File: src/rtl/pwp_pkg.sv
package pwp_pkg;
  typedef enum logic [1:0] {
    OP_IDLE  = 2'd0,
    OP_WRITE = 2'd1,
    OP_BLOCK = 2'd2
  } op_e;
endpackage

File: src/rtl/pwp_mask_regs.sv
module pwp_mask_regs #(
  parameter int DW = 32
) (
  input  logic          clk,
  input  logic          rst_n,
  input  logic          ld_plane,
  input  logic          ld_color,
  input  logic [DW-1:0] din,
  output logic [DW-1:0] plane_q,
  output logic [DW-1:0] color_q
);
  always_ff @(posedge clk or negedge rst_n) begin
    if (!rst_n) begin
      plane_q <= '1;
      color_q <= '0;
    end else begin
      if (ld_plane) plane_q <= din;
      if (ld_color) color_q <= din;
    end
  end


  plane_load_chk: assert property (@(posedge clk) disable iff (!rst_n)
    ld_plane |=> plane_q == $past(din));

  color_load_chk: assert property (@(posedge clk) disable iff (!rst_n)
    ld_color |=> color_q == $past(din));

  plane_hold_chk: assert property (@(posedge clk) disable iff (!rst_n)
    !ld_plane |=> $stable(plane_q));
endmodule

File: src/rtl/pwp_lane.sv
module pwp_lane
  import pwp_pkg::*;
#(
  parameter int PIX_W  = 8,
  parameter int PIXELS = 4,
  parameter int LANE   = 0,
  localparam int DW    = PIX_W * PIXELS
) (
  input  op_e               op,
  input  logic              col_hit,
  input  logic [DW-1:0]     din,
  input  logic [DW-1:0]     color,
  input  logic [DW-1:0]     plane_eff,
  input  logic [PIXELS-1:0] byte_mask,
  output logic [DW-1:0]     lane_data,
  output logic [DW-1:0]     lane_en
);
  // Widen one flag per pixel into a per-bit vector.
  function automatic logic [DW-1:0] spread_pixels(input logic [PIXELS-1:0] keep);
    logic [DW-1:0] r;
    for (int b = 0; b < PIXELS; b++) r[b*PIX_W +: PIX_W] = {PIX_W{keep[b]}};
    return r;
  endfunction

  // In a block write, bit LANE of each pixel byte selects this column.
  function automatic logic [PIXELS-1:0] pick_columns(input logic [DW-1:0] bus);
    logic [PIXELS-1:0] r;
    for (int b = 0; b < PIXELS; b++) r[b] = bus[b*PIX_W + LANE];
    return r;
  endfunction

  logic [DW-1:0] byte_keep;
  logic [DW-1:0] col_keep;

  assign byte_keep = spread_pixels(~byte_mask);

  always_comb begin
    case (op)
      OP_WRITE: begin
        lane_data = din;
        col_keep  = {DW{col_hit}};
      end
      OP_BLOCK: begin
        lane_data = color;
        col_keep  = spread_pixels(pick_columns(din));
      end
      default: begin
        lane_data = '0;
        col_keep  = '0;
      end
    endcase
    lane_en = byte_keep & plane_eff & col_keep;
  end


  always_comb plane_gate_chk: assert ((lane_en & ~plane_eff) == '0);

  always_comb begin
    for (int b = 0; b < PIXELS; b++)
      byte_gate_chk: assert (!(byte_mask[b] && (|lane_en[b*PIX_W +: PIX_W])));
  end
endmodule

File: src/rtl/pixel_write_path.sv
module pixel_write_path
  import pwp_pkg::*;
#(
  parameter  int PIX_W    = 8,
  parameter  int PIXELS   = 4,
  parameter  int BLK_COLS = 8,   // must not exceed PIX_W
  parameter  int COL_W    = 9,
  localparam int DW       = PIX_W * PIXELS,
  localparam int LANE_W   = $clog2(BLK_COLS),
  localparam int OUT_W    = BLK_COLS * DW
) (
  input  logic              clk,
  input  logic              rst_n,
  input  logic              plane_load,
  input  logic              color_load,
  input  logic              wr_req,
  input  logic              blk_req,
  input  logic              wpb_en,
  input  logic [COL_W-1:0]  col_addr,
  input  logic [DW-1:0]     data_in,
  input  logic [PIXELS-1:0] byte_mask,
  output logic              wr_valid,
  output logic [COL_W-1:0]  wr_col_base,
  output logic [OUT_W-1:0]  wr_data,
  output logic [OUT_W-1:0]  wr_bit_en
);
  op_e           op_now, op_q;
  logic [DW-1:0] plane_q, color_q, plane_eff;
  logic [OUT_W-1:0] data_w, en_w;
  logic [BLK_COLS-1:0] lane_hit;

  assign op_now    = blk_req ? OP_BLOCK : (wr_req ? OP_WRITE : OP_IDLE);
  assign plane_eff = wpb_en ? plane_q : '1;

  pwp_mask_regs #(.DW(DW)) u_regs (
    .clk(clk), .rst_n(rst_n), .ld_plane(plane_load), .ld_color(color_load),
    .din(data_in), .plane_q(plane_q), .color_q(color_q)
  );

  for (genvar c = 0; c < BLK_COLS; c++) begin : g_lane
    logic hit;
    assign hit = (col_addr[LANE_W-1:0] == LANE_W'(c));
    pwp_lane #(.PIX_W(PIX_W), .PIXELS(PIXELS), .LANE(c)) u_lane (
      .op(op_now), .col_hit(hit), .din(data_in), .color(color_q),
      .plane_eff(plane_eff), .byte_mask(byte_mask),
      .lane_data(data_w[c*DW +: DW]), .lane_en(en_w[c*DW +: DW])
    );
    assign lane_hit[c] = |wr_bit_en[c*DW +: DW];
  end

  always_ff @(posedge clk or negedge rst_n) begin
    if (!rst_n) begin
      op_q        <= OP_IDLE;
      wr_valid    <= 1'b0;
      wr_col_base <= '0;
      wr_data     <= '0;
      wr_bit_en   <= '0;
    end else begin
      op_q        <= op_now;
      wr_valid    <= (op_now != OP_IDLE);
      wr_col_base <= {col_addr[COL_W-1:LANE_W], {LANE_W{1'b0}}};
      wr_data     <= data_w;
      wr_bit_en   <= en_w;
    end
  end


  idle_quiet_chk: assert property (@(posedge clk) disable iff (!rst_n)
    !wr_valid |-> wr_bit_en == '0);

  single_lane_chk: assert property (@(posedge clk) disable iff (!rst_n)
    (op_q == OP_WRITE) |-> $onehot0(lane_hit));

  base_align_chk: assert property (@(posedge clk) disable iff (!rst_n)
    wr_valid |-> wr_col_base[LANE_W-1:0] == '0);

  block_color_chk: assert property (@(posedge clk) disable iff (!rst_n)
    blk_req |=> wr_data == {BLK_COLS{$past(color_q)}});
endmodule

File: config.mk
export PLATFORM = sky130hd
export DESIGN_NAME = pixel_write_path
export DESIGN_NICKNAME = d
export VERILOG_FILES = /design/src/rtl/pwp_pkg.sv /design/src/rtl/pwp_mask_regs.sv /design/src/rtl/pwp_lane.sv /design/src/rtl/pixel_write_path.sv
export SDC_FILE = /design/constraint.sdc
export NUM_CORES = 1
export LEC_CHECK = 0
export ABC_AREA = 1
export BUFFER_PORTS_ARGS = -buffer_cell sky130_fd_sc_hd__buf_4
export CORE_AREA = 3 3 221 223
export DETAILED_ROUTE_END_ITERATION = 8
export DIE_AREA = 0 0 224 226
export SYNTH_ARGS = -nofsm -noshare
export SYNTH_HDL_FRONTEND = slang
export SYNTH_SLANG_ARGS = --single-unit
File: constraint.sdc
create_clock -name clk -period 2.55 [get_ports clk]
set_clock_uncertainty 0.2 [all_clocks]
set_input_delay 0.3825 -clock clk [delete_from_list [all_inputs] [get_ports clk]]
set_output_delay 0.3825 -clock clk [all_outputs]
set_load 0.005 [all_outputs]
# Yosys cells after proc, flatten, opt, wreduce, memory -nomap -nowiden
# Index checks and enable logic that the tools add are counted.
# totals
register_bits	583
inputBits	52
out_inout_bits	522
# classes
n_eq_ne	9
mux	12
n_bitwise	10
reduce_logical	2
# op_table
operator	n
one-hot mux 32 bit (2 select lines)	9
bitwise AND 32 bit	9
two-way mux 32 bit	1
== test 3 bit (second input constant)	4
== test 3 x 2 -> 1 bit (second input constant)	2
NOT 4 bit	1
== test 3 x 1 -> 1 bit (second input constant)	1
zero test 3 bit	1
== test 2 x 1 -> 1 bit (second input constant)	1
== test 2 bit (second input constant)	1
two-way mux 2 bit	1
nonzero test 2 bit	1
two-way mux 1 bit	1

# Depth between registers and ports, before layout
# Gate-level depths: netlist of the first run.
# depth
ltp_word	5
depth_mapped	6

# Cells and area by module
# From an unflattened synthesis of the first run, not the netlist that was laid out.
# unflattened
hier_cells	2432
area_unflattened_um2	23293.6
# by_module_without_submodules
mod	n_inst	cells_per_inst	area_per_inst_um2
pixel_write_path	1	608	13357.8
pwp_lane (g_lane[1].u_lane ...)	7	194	919.6
pwp_mask_regs	1	272	2575.0
pwp_lane (g_lane[0].u_lane)	1	194	923.4

# Worst setup path before layout of the first run
# OpenSTA, ideal clock, no wires.
# synth_timing
kind	input port to flip-flop
start	in blk_req
end	reg wr_bit_en[190]
setup_time_ns	0.137
arrival_ns	1.107
path_slack_ns	1.106
stages	6
cell_sequence	buf_2 -> inv_2 -> nand3_2 -> nor2_4 -> nor2_2 -> nor2_1
# synth_between
elab_chain_cells	4
# synth_lines
element	line_no	rtl
from (decl)	pixel_write_path.sv:17	input logic blk_req,
two-way mux 2 bit (*)	pixel_write_path.sv:32	assign op_now = blk_req ? OP_BLOCK : (wr_req ? OP_WRITE : OP_IDLE);
== test 2 bit / == test 2 x 1 -> 1 bit (equally long branches)	pwp_lane.sv:38	case (op)
one-hot mux 32 bit (2 select lines) (*)	pwp_lane.sv:38	
bitwise AND 32 bit (*)	pwp_lane.sv:52	lane_en = byte_keep & plane_eff & col_keep;
via en_w[190]	pixel_write_path.sv:29	logic [OUT_W-1:0] data_w, en_w;
to (signal assigned)	pixel_write_path.sv:63	wr_bit_en <= en_w;
to (decl)	pixel_write_path.sv:25	output logic [OUT_W-1:0] wr_bit_en
# Mark *: on every way through the listed nets, which the timed path passes. The rest lies on a longest branch.
# A chain may end at the register's enable or synchronous reset.

# Final worst setup path of the first run
# layout_timing
start	in wr_req
end	reg wr_bit_en[105]
# layout_between
elab_chain_cells	5
# layout_lines
element	line_no	rtl
from (decl)	pixel_write_path.sv:16	input logic wr_req,
two-way mux 1 bit (*)	pixel_write_path.sv:32	
two-way mux 2 bit (*)	pixel_write_path.sv:32	
== test 2 bit / == test 2 x 1 -> 1 bit (equally long branches)	pwp_lane.sv:38	
one-hot mux 32 bit (2 select lines) (*)	pwp_lane.sv:38	
bitwise AND 32 bit (*)	pwp_lane.sv:52	
via en_w[105]	pixel_write_path.sv:29	
# Marks and branches as above.

==> metrics.log, run 1 <==
INFO  metric hold_depth = 3
INFO  metric chipHeight = 226 um
INFO  metric route.detailed.vias_per_inst = 4.40
INFO  metric hold_class = input pin to flip-flop
INFO  metric drive_gt1_share = a little under half
INFO  metric grt_overflow_total = 0
INFO  metric tns = 0 ns
INFO  metric clk-insertion-delay-late = between 0.5 and 0.6 ns
INFO  metric io_buffers = between 500 and 600
INFO  metric synth-async-reset-ratio = 100%
INFO  metric grt_setup_unrepaired = false
INFO  metric cts.path.max_buffers = 3
INFO  metric cellInternalPower = around 10,000 uW
INFO  metric cp_num_buf_inv = 4
INFO  metric yosys.cell_count.top_type = sky130_fd_sc_hd__dfrtp_1
INFO  metric hold_end = u_regs.color_q[0]$_DFFE_PN0P_
INFO  metric syn-instance-count = approximately 1,200
INFO  metric timing.final.ws_setup = about 0.53 ns
INFO  metric power_density = around 740 mW/mm^2
INFO  metric worst_r2r_path_depth = 2
INFO  metric critPathCaptureType = flip-flop
INFO  metric seq_power_share = 45.2%
INFO  metric slew_violations = 0
INFO  metric finish.net_count = around 1,700
INFO  metric share_of_synthesized_area_occupied_by_flip_flops_and_latches = between 60% and 70%
INFO  metric net_switching_power = around 3400 uW
INFO  metric cp_data_required_time = between 2 and 3 ns
INFO  metric synth_edf_count = 0
INFO  metric finalCriticalPeriod = 2.02 ns
INFO  metric global_route_wire_length_before_repair = between 60,000 and 70,000 um
INFO  metric synthDominantCellAreaShare = 59.3%
INFO  metric critical_path_cell_list = dlygate4sd3_1 -> buf_4 -> inv_2 -> nor2_8 -> nand2_2 -> buf_4 -> a21oi_1
INFO  metric post_cts_resized = 0
INFO  metric rows = 79
INFO  metric antenna_found_initial = 0
INFO  metric worstMarginPinSlew = 0.922 ns
INFO  metric yosysUniqueCellTypes = 22
INFO  metric reg2reg_setup_slack = around 0.98 ns
INFO  metric coreArea = approximately 0.047 sq mm
INFO  metric detail_route.first_pass.iterations = 4
INFO  metric share_comb_of_total_power = between 10% and 20%
INFO  metric cts.sink_count = roughly 360
INFO  metric die_span_x = roughly 220 um
INFO  metric worstPathMaxFanout = 23
INFO  metric crit_path_frequent_cell = sky130_fd_sc_hd__buf_4
INFO  metric netlist_top_cells_count = sky130_fd_sc_hd__dfrtp_1 (327), sky130_fd_sc_hd__buf_4 (227), sky130_fd_sc_hd__a21oi_1 (160)
INFO  metric post_layout_nonfiller_instances = around 2,200
INFO  metric timing.rr.end = wr_bit_en[219]$_DFF_PN0_
INFO  metric cts.htree.levels = 2
INFO  metric antennaDiodeCount = 0
INFO  metric grt_pass1_vias = 9,989
INFO  metric cts_tree = built
INFO  metric clkSlewWorstSetupHoldPaths = approximately 0.060 ns
INFO  metric synth.top_cells.by_area = sky130_fd_sc_hd__dfrtp_1 (59%), sky130_fd_sc_hd__buf_4 (12%), sky130_fd_sc_hd__dfstp_2 (6.1%)
INFO  metric die_area = between 0.05 and 0.06 sq mm
INFO  metric max_freq = between 400 and 500 MHz
INFO  metric post_cts_buffers = 0
INFO  metric power.leakage = between 0.009 and 0.01 uW
INFO  metric library_cell_used_as_clock_root_buffer = sky130_fd_sc_hd__clkbuf_16
INFO  metric arrival = roughly 2.2 ns
INFO  metric routed-via-count = slightly below 10,000
INFO  metric startpoint = wr_req
INFO  metric netlist.top_cell.by_area = sky130_fd_sc_hd__dfrtp_1
INFO  metric dp_hpwl = roughly 33,000 um
INFO  metric synth.avg_cell_area = 11.6 sq um
INFO  metric share_clk_of_total_power = a little over two fifths
INFO  metric critPathSlowestCell = sky130_fd_sc_hd__dlygate4sd3_1
INFO  metric period_utilization = between 70 and 80%
INFO  metric initial_utilization = between 20 and 30%
INFO  metric first_iter_violations = 589
INFO  metric critical-path-top-delay-family = buffers and inverters
INFO  metric final-hold-violation-count = 0
INFO  metric timing.rr.start = u_regs.plane_q[27]$_DFFE_PN1P_
INFO  metric synth.ff_latch_count = 359
INFO  metric top_level_ports = 574
INFO  metric power_switching_share = 24.6%
INFO  metric synth.cell_area = between 0.01 and 0.015 sq mm
INFO  metric cts_inserted_buffers = 39
INFO  metric critPathLaunchType = input pin
INFO  metric type_of_the_worst_setup_path = input pin to flip-flop
INFO  metric ir_drop = around 0.53 mV
INFO  metric final-setup-viol-count = 0
INFO  metric outcome = complete, no violations
INFO  metric critical_path.max_stage_delay = between 0.5 and 0.6 ns
INFO  metric detail_route.drc_violations = 0
INFO  metric hold_path.startpoint = color_load
INFO  metric drt.antenna.violating_nets = 0
INFO  metric ys.flop_type = sky130_fd_sc_hd__dfrtp_1
INFO  metric ys_warn_count = 0
INFO  metric cap_violations = 0
INFO  metric maxSlewHeadroom = a little under two fifths
INFO  metric wl = around 45,000 um
INFO  metric route.detailed.wl_per_inst = around 20 um
INFO  metric grt_use_total = roughly 17%
INFO  metric grt_start_max_net_pins = ~80
INFO  metric routability_cong = a little over 0.8
INFO  metric post_placement_cell_count = roughly 2,100
INFO  metric synthToLayoutAreaGrowth = 36.8%
INFO  metric dpl_worst_slack = 0.404 ns
## area by class of cell
type	instances	area [sq um]
Clock buffer	56	1130
Clock inverter	16	206
Fill cell	4445	27900
Inverter	54	203
Multi-Input combinational cell	513	2620
Sequential cell	359	9020
Tap cell	607	759
Timing Repair Buffer	631	4930
## per-stage QoR
stage	total power, uW	hold WS, ns	util, %	cell area, sq um
detailed placement	8160	0.256	36.7	17100
global placement	8130	0.250	36.7	17100
global route	14400	0.207	40.4	18900
CTS	14100	0.158	40.4	18900
floorplan	7240	-0.113	-	13800
finish	13900	0.177	40.4	18900
## layer usage
metal  up-vias  global-route usage [%]  routed length (um)
met5         -                       0                   0
met4         0                    5.18                 961
met3        56                    4.89                3730
met2       448                    29.1               22400
met1      4928                    20.7               17800
li1       4416                       -                   -
## how the worst max path moves through the flow
stage                                to  slack (ns)  depth (start not counted)
2_1_floorplan  wr_bit_en[190]$_DFF_PN0_        1.11                          6
3_3_place_gp   wr_bit_en[169]$_DFF_PN0_        0.44                          6
3_5_place_dp   wr_bit_en[173]$_DFF_PN0_        0.40                          6
4_1_cts                     wr_data[33]        0.56                          1
5_1_grt        wr_bit_en[105]$_DFF_PN0_        0.45                          7
6_report       wr_bit_en[105]$_DFF_PN0_        0.53                          7
## what timing repair did
item,in CTS,in global routing
setup endpoints to repair,0,0
endpoints found under the hold margin,150,0
hold buffers,40,0
## cells by family (layout without fill, tap and decap cells)
| kind of cell | count (synthesis) | count (layout) | synth area share [%] |
|---|---|---|---|
| buffers and inverters | 320 | 757 | 15.7 |
| and+or+nand+nor | 222 | 222 | 7.00 |
| muxes | 32 | 32 | 2.61 |
| DFF | 359 | 359 | 65.4 |
| other | 1 | 3 | 0.0272 |
| AOI/OAI and AO/OA | 256 | 256 | 9.29 |
## worst reg2reg max path, stage by stage, from the launching register on
cell and delay, ns:
sky130_fd_sc_hd__dfstp_2 0.37, sky130_fd_sc_hd__o21ai_1 0.72, sky130_fd_sc_hd__nor2_1 0.13
## cells in the final DEF, fill, tap and decap left out
cell type	n
sky130_fd_sc_hd__nor2_4	3
sky130_fd_sc_hd__nand2_2	1
sky130_fd_sc_hd__dfrtp_1	327
sky130_fd_sc_hd__a21oi_1	160
sky130_fd_sc_hd__buf_12	7
sky130_fd_sc_hd__clkinv_1	1
sky130_fd_sc_hd__dfstp_2	32
sky130_fd_sc_hd__clkinvlp_4	3
sky130_fd_sc_hd__mux2_2	31
sky130_fd_sc_hd__nand2_1	100
sky130_fd_sc_hd__clkinv_2	6
sky130_fd_sc_hd__buf_8	1
sky130_fd_sc_hd__o21ai_1	32
sky130_fd_sc_hd__inv_2	2
sky130_fd_sc_hd__conb_1	3
sky130_fd_sc_hd__clkbuf_16	40
sky130_fd_sc_hd__nand3_4	4
sky130_fd_sc_hd__bufinv_16	4
sky130_fd_sc_hd__clkinv_8	1
sky130_fd_sc_hd__buf_4	583
sky130_fd_sc_hd__clkbuf_8	7
sky130_fd_sc_hd__nor2_2	12
sky130_fd_sc_hd__nor2_1	100
sky130_fd_sc_hd__o21ai_0	64
sky130_fd_sc_hd__inv_1	51
sky130_fd_sc_hd__nand3_2	1
sky130_fd_sc_hd__inv_6	2
sky130_fd_sc_hd__dlygate4sd3_1	40
sky130_fd_sc_hd__mux2_1	1
sky130_fd_sc_hd__clkbuf_1	9
sky130_fd_sc_hd__nor2_8	1
## power by group through the flow
| stage | combinational [uW] | sequential [uW] | clock (uW) |
|---|---|---|---|
| after floorplan | 898 | 6340 | 0 |
| after global placement | 1760 | 6370 | 0 |
| after detailed placement | 1780 | 6380 | 0 |
| after CTS | 1840 | 6280 | 5950 |
| after global routing | 1970 | 6310 | 6160 |
| final | 1810 | 6280 | 5800 |
## registers in the layout (all words and copies together) (netlist names)
register        count
wr_bit_en         256
u_regs.color_q     32
u_regs.plane_q     32
wr_data            32
wr_col_base         6
wr_valid            1
Note: power is estimated with default switching activity, not from simulation.
==> run 2: changes to the inputs <==
==> constraint.sdc (replaced) <==
create_clock -name clk -period 2 [get_ports clk]
set_clock_uncertainty 0.2 [all_clocks]
set_input_delay 0.3 -clock clk [delete_from_list [all_inputs] [get_ports clk]]
set_output_delay 0.3 -clock clk [all_outputs]
set_load 0.005 [all_outputs]
==> run 2 against run 1 <==
  * Design area increased by 1.1%
  * Sequential cell count unchanged
  * First-iteration DRC count decreased by 10%
  * Count of clock-buffer cells in the layout decreased by 2
  * Largest power group unchanged
  * Setup slack got worse by 0.29 ns
  * Register-to-register slack got worse by 0.52 ns
  * Sequential power increased by 27%
  * Via count increased by 1.8%
  * Cell count increased by 1.1%
  * Power increased by 28%
==> metrics.log, run 2 (synthesis gave the netlist of run 1 again) <==
INFO  metric outcome = complete, no violations
INFO  metric wl = 45,900 um
INFO  metric timing.rr.end = wr_bit_en[52]$_DFF_PN0_
INFO  metric cts.htree.levels = 2
INFO  metric cts.sink_count = approximately 360
INFO  metric antennaDiodeCount = 0
INFO  metric route.detailed.vias_per_inst = 4.43
INFO  metric grt_use_total = ~17%
INFO  metric max_freq = 568 MHz
INFO  metric route.detailed.wl_per_inst = about 20 um
INFO  metric cts_tree = built
INFO  metric largest_reg_flops = between 200 and 300
INFO  metric power.leakage = slightly below 0.01 uW
INFO  metric hold_class = input pin to asynchronous set/reset pin
INFO  metric die_area = 0.0506 sq mm
INFO  metric period_utilization = between 80% and 90%
INFO  metric power_density = roughly 930 mW/mm^2
INFO  metric worstMarginPinSlew = approximately 0.89 ns
INFO  metric library_cell_used_as_clock_root_buffer = sky130_fd_sc_hd__clkbuf_16
INFO  metric critical-path-top-delay-family = flip-flops
INFO  metric final_cell_mix = sky130_fd_sc_hd__buf_4 (605), sky130_fd_sc_hd__dfrtp_1 (327), sky130_fd_sc_hd__a21oi_1 (160)
INFO  metric crit_path_end = wr_data[33]
INFO  metric mostFrequentLayoutCell = sky130_fd_sc_hd__buf_4
INFO  metric share_comb_of_total_power = a little over an eighth
INFO  metric initial_utilization = approximately 30%
INFO  metric final-hold-violation-count = 0
INFO  metric finalCriticalPeriod = approximately 1.8 ns
INFO  metric finish.net_count = roughly 1,700
INFO  metric drive_gt1_share = a little under half
INFO  metric grt_overflow_total = 0
INFO  metric worst_r2r_path_depth = 2
INFO  metric top_level_ports = 574
INFO  metric post_cts_buffers = 0
INFO  metric detail_route.drc_violations = 0
INFO  metric critical_path_cell_list = buf_4
INFO  metric final-setup-viol-count = 0
INFO  metric critPathLaunchType = flip-flop
INFO  metric power.total = 17,700 uW
INFO  metric layout.cell_area.non_filler = 0.0191 sq mm
INFO  metric synthToLayoutAreaGrowth = 38.3%
INFO  metric reg2reg_setup_slack = between 0.4 and 0.5 ns
INFO  metric worstPathMaxFanout = 8
INFO  metric cp_data_required_time = 1.50 ns
INFO  metric arrival = 1.26 ns
INFO  metric ir_drop = 0.617 mV
INFO  metric regMostFlops = wr_bit_en
INFO  metric clk-insertion-delay-late = ~0.53 ns
INFO  metric rows = between 70 and 80
INFO  metric dp_hpwl = between 30,000 and 40,000 um
INFO  metric cp_num_cells = 1
INFO  metric grt_start_max_net_pins = 83
INFO  metric chipHeight = roughly 230 um
INFO  metric critical_path.max_stage_delay = about 0.54 ns
INFO  metric grt_setup_unrepaired = false
INFO  metric maxSlewHeadroom = 40.0%
INFO  metric grt_pass1_vias = slightly above 10,000
INFO  metric power_switching_share = roughly a quarter
INFO  metric drt.antenna.violating_nets = 0
INFO  metric critPathCaptureType = output port
INFO  metric share_clk_of_total_power = 41.5%
INFO  metric global_route_wire_length_before_repair = approximately 66,000 um
INFO  metric dpl_cell_area = 0.0174 sq mm
INFO  metric coreArea = ~0.047 sq mm
INFO  metric routed-via-count = 10,000
INFO  metric layout_fillers = 4,447
INFO  metric startpoint = wr_data[225]$_DFF_PN0_
INFO  metric net_switching_power = 4330 uW
INFO  metric type_of_the_worst_setup_path = flip-flop to output port
INFO  metric cp_num_buf_inv = 1
INFO  metric cellInternalPower = between 10,000 and 15,000 uW
INFO  metric cap_violations = 0
INFO  metric seq_power_share = a little under half
INFO  metric timing.rr.start = u_regs.plane_q[20]$_DFFE_PN1P_
INFO  metric tns = 0 ns
INFO  metric detail_route.first_pass.iterations = 5
INFO  metric first_iter_violations = ~530
INFO  metric antenna_found_initial = 3
INFO  metric clkSlewWorstSetupHoldPaths = 0.06 ns
INFO  metric slew_violations = 0
INFO  metric io_buffers = 570
INFO  metric routability_cong = ~0.83
INFO  metric cts.path.max_buffers = 3
INFO  metric critPathSlowestCell = sky130_fd_sc_hd__dfrtp_1
INFO  metric cts_inserted_buffers = 39
INFO  metric die_span_x = around 220 um
[run 2: cell types whose count changed in the layout (fill, tap and decap cells not counted)]
cell | previous run | this run
sky130_fd_sc_hd__clkinvlp_4 | 3 | 4
sky130_fd_sc_hd__buf_4 | 583 | 605
sky130_fd_sc_hd__dlygate4sd3_1 | 40 | 41
sky130_fd_sc_hd__inv_6 | 2 | 1
sky130_fd_sc_hd__clkinv_8 | 1 | 0
sky130_fd_sc_hd__clkbuf_8 | 7 | 6
sky130_fd_sc_hd__buf_12 | 7 | 10
sky130_fd_sc_hd__bufinv_16 | 4 | 5
sky130_fd_sc_hd__clkbuf_16 | 40 | 39
[run 2: layout make-up]
class / count / area (sq um) / area share, %
sequential: 359 / 9020 / 47.3
timing repair buffer: 657 / 5170 / 27.1
multi-input combinational: 513 / 2620 / 13.7
clock buffer: 54 / 1090 / 5.72
tap: 607 / 759 / 3.98
clock inverter: 16 / 219 / 1.15
inverter: 54 / 203 / 1.06
[run 2: stage by stage]
stage,utilization (%),cells,hold slack [ns],setup WS (ns)
2_1_floorplan,-,1192,-0.196,0.638
3_3_place_gp,37.1,2149,0.00753,0.139
3_5_place_dp,37.1,2149,0.0129,0.135
4_1_cts,40.8,2260,0.0103,0.180
5_1_grt,40.8,2260,0.0286,0.170
6_report,40.8,2260,0.0435,0.239
[run 2: repair_timing]
action / CTS / global route
hold buffers: 41 / 0
gates resized for setup: 0 / 0
hold endpoints to repair: 480 / 0
[run 2: how the worst min path moves through the flow]
stage | from | end | slack, ns
2_1_floorplan | rst_n | u_regs.color_q[0]$_DFFE_PN0P_ | -0.20
3_3_place_gp | rst_n | wr_data[248]$_DFF_PN0_ | 0.008
3_5_place_dp | rst_n | wr_data[248]$_DFF_PN0_ | 0.01
4_1_cts | col_addr[2] | wr_bit_en[155]$_DFF_PN0_ | 0.01
5_1_grt | col_addr[2] | wr_bit_en[154]$_DFF_PN0_ | 0.03
6_report | rst_n | wr_data[248]$_DFF_PN0_ | 0.04
[run 2: power groups by stage]
stage	Clock (uW)	Combinational (uW)	Sequential, uW
after global routing	7850	2570	8050
final	7360	2360	8000
after global placement	0	2300	8120
after floorplan	0	1140	8080
after detailed placement	0	2320	8130
after CTS	7580	2400	8010
[run 2: metal layers]
| metal | global-route usage (%) | up-vias | wire length, um |
|---|---|---|---|
| li1 | - | 4471 | - |
| met1 | 20.9 | 4998 | 17800 |
| met2 | 30.2 | 475 | 22900 |
| met3 | 5.95 | 72 | 4110 |
| met4 | 4.64 | 6 | 1040 |
| met5 | 0 | - | 47 |
[run 2: worst reg2reg max path: cells and delay by family, from the launching register on]
family          cells  cell delay (ns)
compound gates      2             0.81
flops               1             0.37
==> run 3: changes to the inputs <==
--- a/config.mk
+++ b/config.mk
@@ -7,9 +7,12 @@
 export LEC_CHECK = 0
 export ABC_AREA = 1
 export BUFFER_PORTS_ARGS = -buffer_cell sky130_fd_sc_hd__buf_4
-export CORE_AREA = 3 3 221 223
+export CORE_MARGIN = 3
+export CORE_UTILIZATION = 42
+export CTS_BUF_LIST = sky130_fd_sc_hd__clkbuf_4
 export DETAILED_ROUTE_END_ITERATION = 8
-export DIE_AREA = 0 0 224 226
+export PLACE_DENSITY = 0.65
 export SYNTH_ARGS = -nofsm -noshare
 export SYNTH_HDL_FRONTEND = slang
+export SYNTH_HIERARCHICAL = 1
 export SYNTH_SLANG_ARGS = --single-unit
==> run 3 against run 2 <==
  * The run now ends with negative setup slack left
  * Die area increased by 15%
  * Highest routed layer unchanged
  * Via count grew 110%
  * Critical path depth increased by 5
==> metrics.log, run 3 <==
INFO  metric die_area = a little under 0.06 sq mm
INFO  metric yosysUniqueCellTypes = 20
INFO  metric grt_setup_unrepaired = true
INFO  metric coreArea = between 0.05 and 0.06 sq mm
INFO  metric arrival = approximately 2.8 ns
INFO  metric hold_class = input pin to flip-flop
INFO  metric grt_start_max_net_pins = 53
INFO  metric antenna_found_initial = 2
INFO  metric routed-via-count = around 21,000
INFO  metric failed_checks = negative setup slack
INFO  metric dp_hpwl = 59,800 um
INFO  metric grt_overflow_total = 0
INFO  metric detail_route.wirelength.met1 = approximately 35,000 um
INFO  metric route.met2.wl = ~45,000 um
INFO  metric final_cell_mix = sky130_fd_sc_hd__nand2_1 (1,013), sky130_fd_sc_hd__dfrtp_1 (550), sky130_fd_sc_hd__buf_6 (519)
INFO  metric final-setup-viol-count = between 50 and 60
INFO  metric synth.ff_latch_count = between 500 and 600
INFO  metric cts_inserted_buffers = 151
INFO  metric clkSlewWorstSetupHoldPaths = 0.07 ns
INFO  metric wl_met3 = between 7000 and 8000 um
INFO  metric hold_depth = 4
INFO  metric finish.net_count = between 3,000 and 4,000
INFO  metric hold_path.startpoint = data_in[20]
INFO  metric worst_r2r_path_depth = 5
INFO  metric cp_data_required_time = roughly 2.7 ns
INFO  metric rows = 85
INFO  metric maxSlewHeadroom = 44.9%
INFO  metric post_placement_cell_count = 3,694
INFO  metric synth_edf_count = 0
INFO  metric cap_violations = 0
INFO  metric power_density = a little over 800 mW/mm^2
INFO  metric route.detailed.vias_per_inst = roughly 5.1
INFO  metric route.detailed.wl_per_inst = about 22 um
INFO  metric detail_route.first_pass.iterations = 7
INFO  metric final-hold-violation-count = 0
INFO  metric top_level_ports = around 570
INFO  metric synthDominantCellAreaShare = roughly 59%
INFO  metric mostFrequentLayoutCell = sky130_fd_sc_hd__nand2_1
INFO  metric ir_drop = about 0.44 mV
INFO  metric wl = slightly above 90,000 um
INFO  metric synth-async-reset-ratio = 100%
INFO  metric library_cell_used_as_clock_root_buffer = sky130_fd_sc_hd__clkbuf_4
INFO  metric grt_pass1_vias = 21,500
INFO  metric cts.path.max_buffers = 3
INFO  metric grt_use_total = around a third
INFO  metric detail_route.drc_violations = 0
INFO  metric global_route_wire_length_before_repair = 138,000 um
INFO  metric cts.htree.levels = 4
INFO  metric ys_warn_count = 6
INFO  metric reg2reg_setup_slack = about 0.08 ns
INFO  metric clk-insertion-delay-late = 0.98 ns
INFO  metric finish.utilization = between 60 and 70%
INFO  metric timing.rr.start = u_regs/plane_q[30]$_DFFE_PN1P_
INFO  metric routability_cong = around 0.90
INFO  metric critPathCaptureType = flip-flop
INFO  metric cts.sink_count = slightly below 600
INFO  metric slew_violations = 0
INFO  metric drive_gt1_share = between 30% and 40%
INFO  metric timing.hold.ws = ~0.034 ns
INFO  metric cts_tree = built
INFO  metric share_of_synthesized_area_occupied_by_flip_flops_and_latches = between 60% and 70%
INFO  metric period_utilization = 105%
INFO  metric layout_fillers = 4,440
INFO  metric largestRegisters = wr_bit_en (256), wr_data (256)
INFO  metric drt.antenna.violating_nets = 0
INFO  metric io_buffers = between 500 and 600
INFO  metric timing.rr.end = wr_bit_en[62]$_DFF_PN0_
INFO  metric dr.max_layer_used = met5
INFO  metric chipHeight = roughly 240 um
INFO  metric first_iter_violations = ~1,900
INFO  metric finalCriticalPeriod = between 2 and 2.5 ns
INFO  metric die_span_x = between 200 and 250 um
INFO  metric worstMarginPinSlew = 0.824 ns
INFO  metric critPathLaunchType = input pin
INFO  metric worstPathMaxFanout = 10
INFO  metric max_freq = 475 MHz
INFO  metric syn-instance-count = between 2,000 and 2,500
INFO  metric synth.cell_area = approximately 0.023 sq mm
INFO  metric ys.flop_type = sky130_fd_sc_hd__dfrtp_1
INFO  metric timing.final.ws_setup = -0.106 ns
INFO  metric hold_end = u_regs/color_q[20]$_DFFE_PN0P_
INFO  metric netlist_top_cells_count = sky130_fd_sc_hd__nand2_1 (1,013), sky130_fd_sc_hd__dfrtp_1 (551), sky130_fd_sc_hd__a21oi_1 (232)
INFO  metric netlist.top_cell.by_area = sky130_fd_sc_hd__dfrtp_1
INFO  metric synth.top_cells.by_area = sky130_fd_sc_hd__dfrtp_1 (59%), sky130_fd_sc_hd__nand2_1 (16%), sky130_fd_sc_hd__a21oi_1 (5.0%)
INFO  metric synth.avg_cell_area = ~9.6 sq um
INFO  metric synthToLayoutAreaGrowth = 43.9%
INFO  metric type_of_the_worst_setup_path = input pin to flip-flop
INFO  metric yosys.cell_count.top_type = sky130_fd_sc_hd__nand2_1
INFO  metric initial_utilization = a little over two fifths
INFO  metric post_layout_nonfiller_instances = roughly 4,100
INFO  metric power.leakage = about 0.017 uW
INFO  metric outcome = finished, violations left
run 3: changes by cell type in the layout (fill, tap and decap cells not counted), moves of 53 or more:
| cell | change |
|---|---|
| sky130_fd_sc_hd__buf_6 | +519 |
| sky130_fd_sc_hd__o21ai_0 | -64 |
| sky130_fd_sc_hd__dlygate4sd3_1 | +79 |
| sky130_fd_sc_hd__dfrtp_1 | +223 |
| sky130_fd_sc_hd__a21oi_1 | +72 |
| sky130_fd_sc_hd__nand2_2 | +54 |
| sky130_fd_sc_hd__clkbuf_4 | +208 |
| sky130_fd_sc_hd__nand2_1 | +913 |
| sky130_fd_sc_hd__nor2_2 | +53 |
| sky130_fd_sc_hd__nor2_1 | +100 |
| sky130_fd_sc_hd__buf_4 | -524 |
run 3: cell type report:
cell class / instances / area, sq um / area share [%]
antenna: 1 / 2.50 / 0.00746
clock buffer: 208 / 1560 / 4.66
clock inverter: 56 / 314 / 0.937
inverter: 94 / 385 / 1.15
multi-input combinational: 1641 / 7290 / 21.8
sequential: 583 / 14600 / 43.6
tap: 739 / 925 / 2.76
timing repair buffer: 758 / 8420 / 25.1
run 3: cells by family (layout without fill, tap and decap cells):
family          Yosys count  in the layout  share of synthesized area, %
compound gates          256            256                          5.89
fa+ha+maj                16             16                         0.859
buf+inv                 210           1116                          6.10
flops                   583            583                          62.8
other cells               1              4                        0.0161
simple gates           1366           1366                          24.3
run 3: critical path, stage by stage:
cell and delay, ns:
sky130_fd_sc_hd__dlygate4sd3_1 0.54, sky130_fd_sc_hd__buf_4 0.18, sky130_fd_sc_hd__dlygate4sd3_1 1.04, sky130_fd_sc_hd__nand2_1 0.10, sky130_fd_sc_hd__dlygate4sd3_1 0.59, sky130_fd_sc_hd__nand2_1 0.07
run 3: through the flow:
stage | power [uW] | TNS [ns] | cell area (sq um) | setup slack (ns)
finish | 27100 | -0.869 | 33500 | -0.106
global route | 28400 | -49.79 | 33500 | -0.179
CTS | 27400 | -60.66 | 33600 | -0.202
detailed placement | 16500 | -0.533 | 28500 | -0.0978
global placement | 16400 | -0.232 | 28500 | -0.0858
floorplan | 14400 | 0 | 23300 | 0.208
run 3: worst max-delay path by stage:
stage,end,from,cells past startpoint
finish,u_regs/plane_q[30]$_DFFE_PN1P_,data_in[30],6
floorplan,wr_data[0]$_DFF_PN0_,wr_req,7
global placement,wr_data[194]$_DFF_PN0_,blk_req,8
global route,wr_bit_en[213],wr_bit_en[213]$_DFF_PN0_,1
detailed placement,wr_data[195]$_DFF_PN0_,blk_req,8
CTS,wr_bit_en[213],wr_bit_en[213]$_DFF_PN0_,1
run 3: timing repair:
action | CTS | global route
cloned | 0 | 0
hold buffers | 132 | 1
gates resized for setup | 520 | 1
buffers inserted | 0 | 0
setup endpoints to repair | 519 | 536
endpoints found under the hold margin | 1166 | 1
run 3: power breakdown:
group          switching [uW]  internal [uW]  leakage, uW
registers                 566          12400      0.00782
clock network            4950           5210      0.00110
logic                    2290           1670      0.00824
total                    7800          19300       0.0172
run 3: per-layer routing:
metal | vias up | GRT usage (%)
li1 | 9128 | -
met2 | 1172 | 52.8
met4 | 2 | 12.9
met5 | - | 0
met1 | 10100 | 39.0
met3 | 238 | 9.49
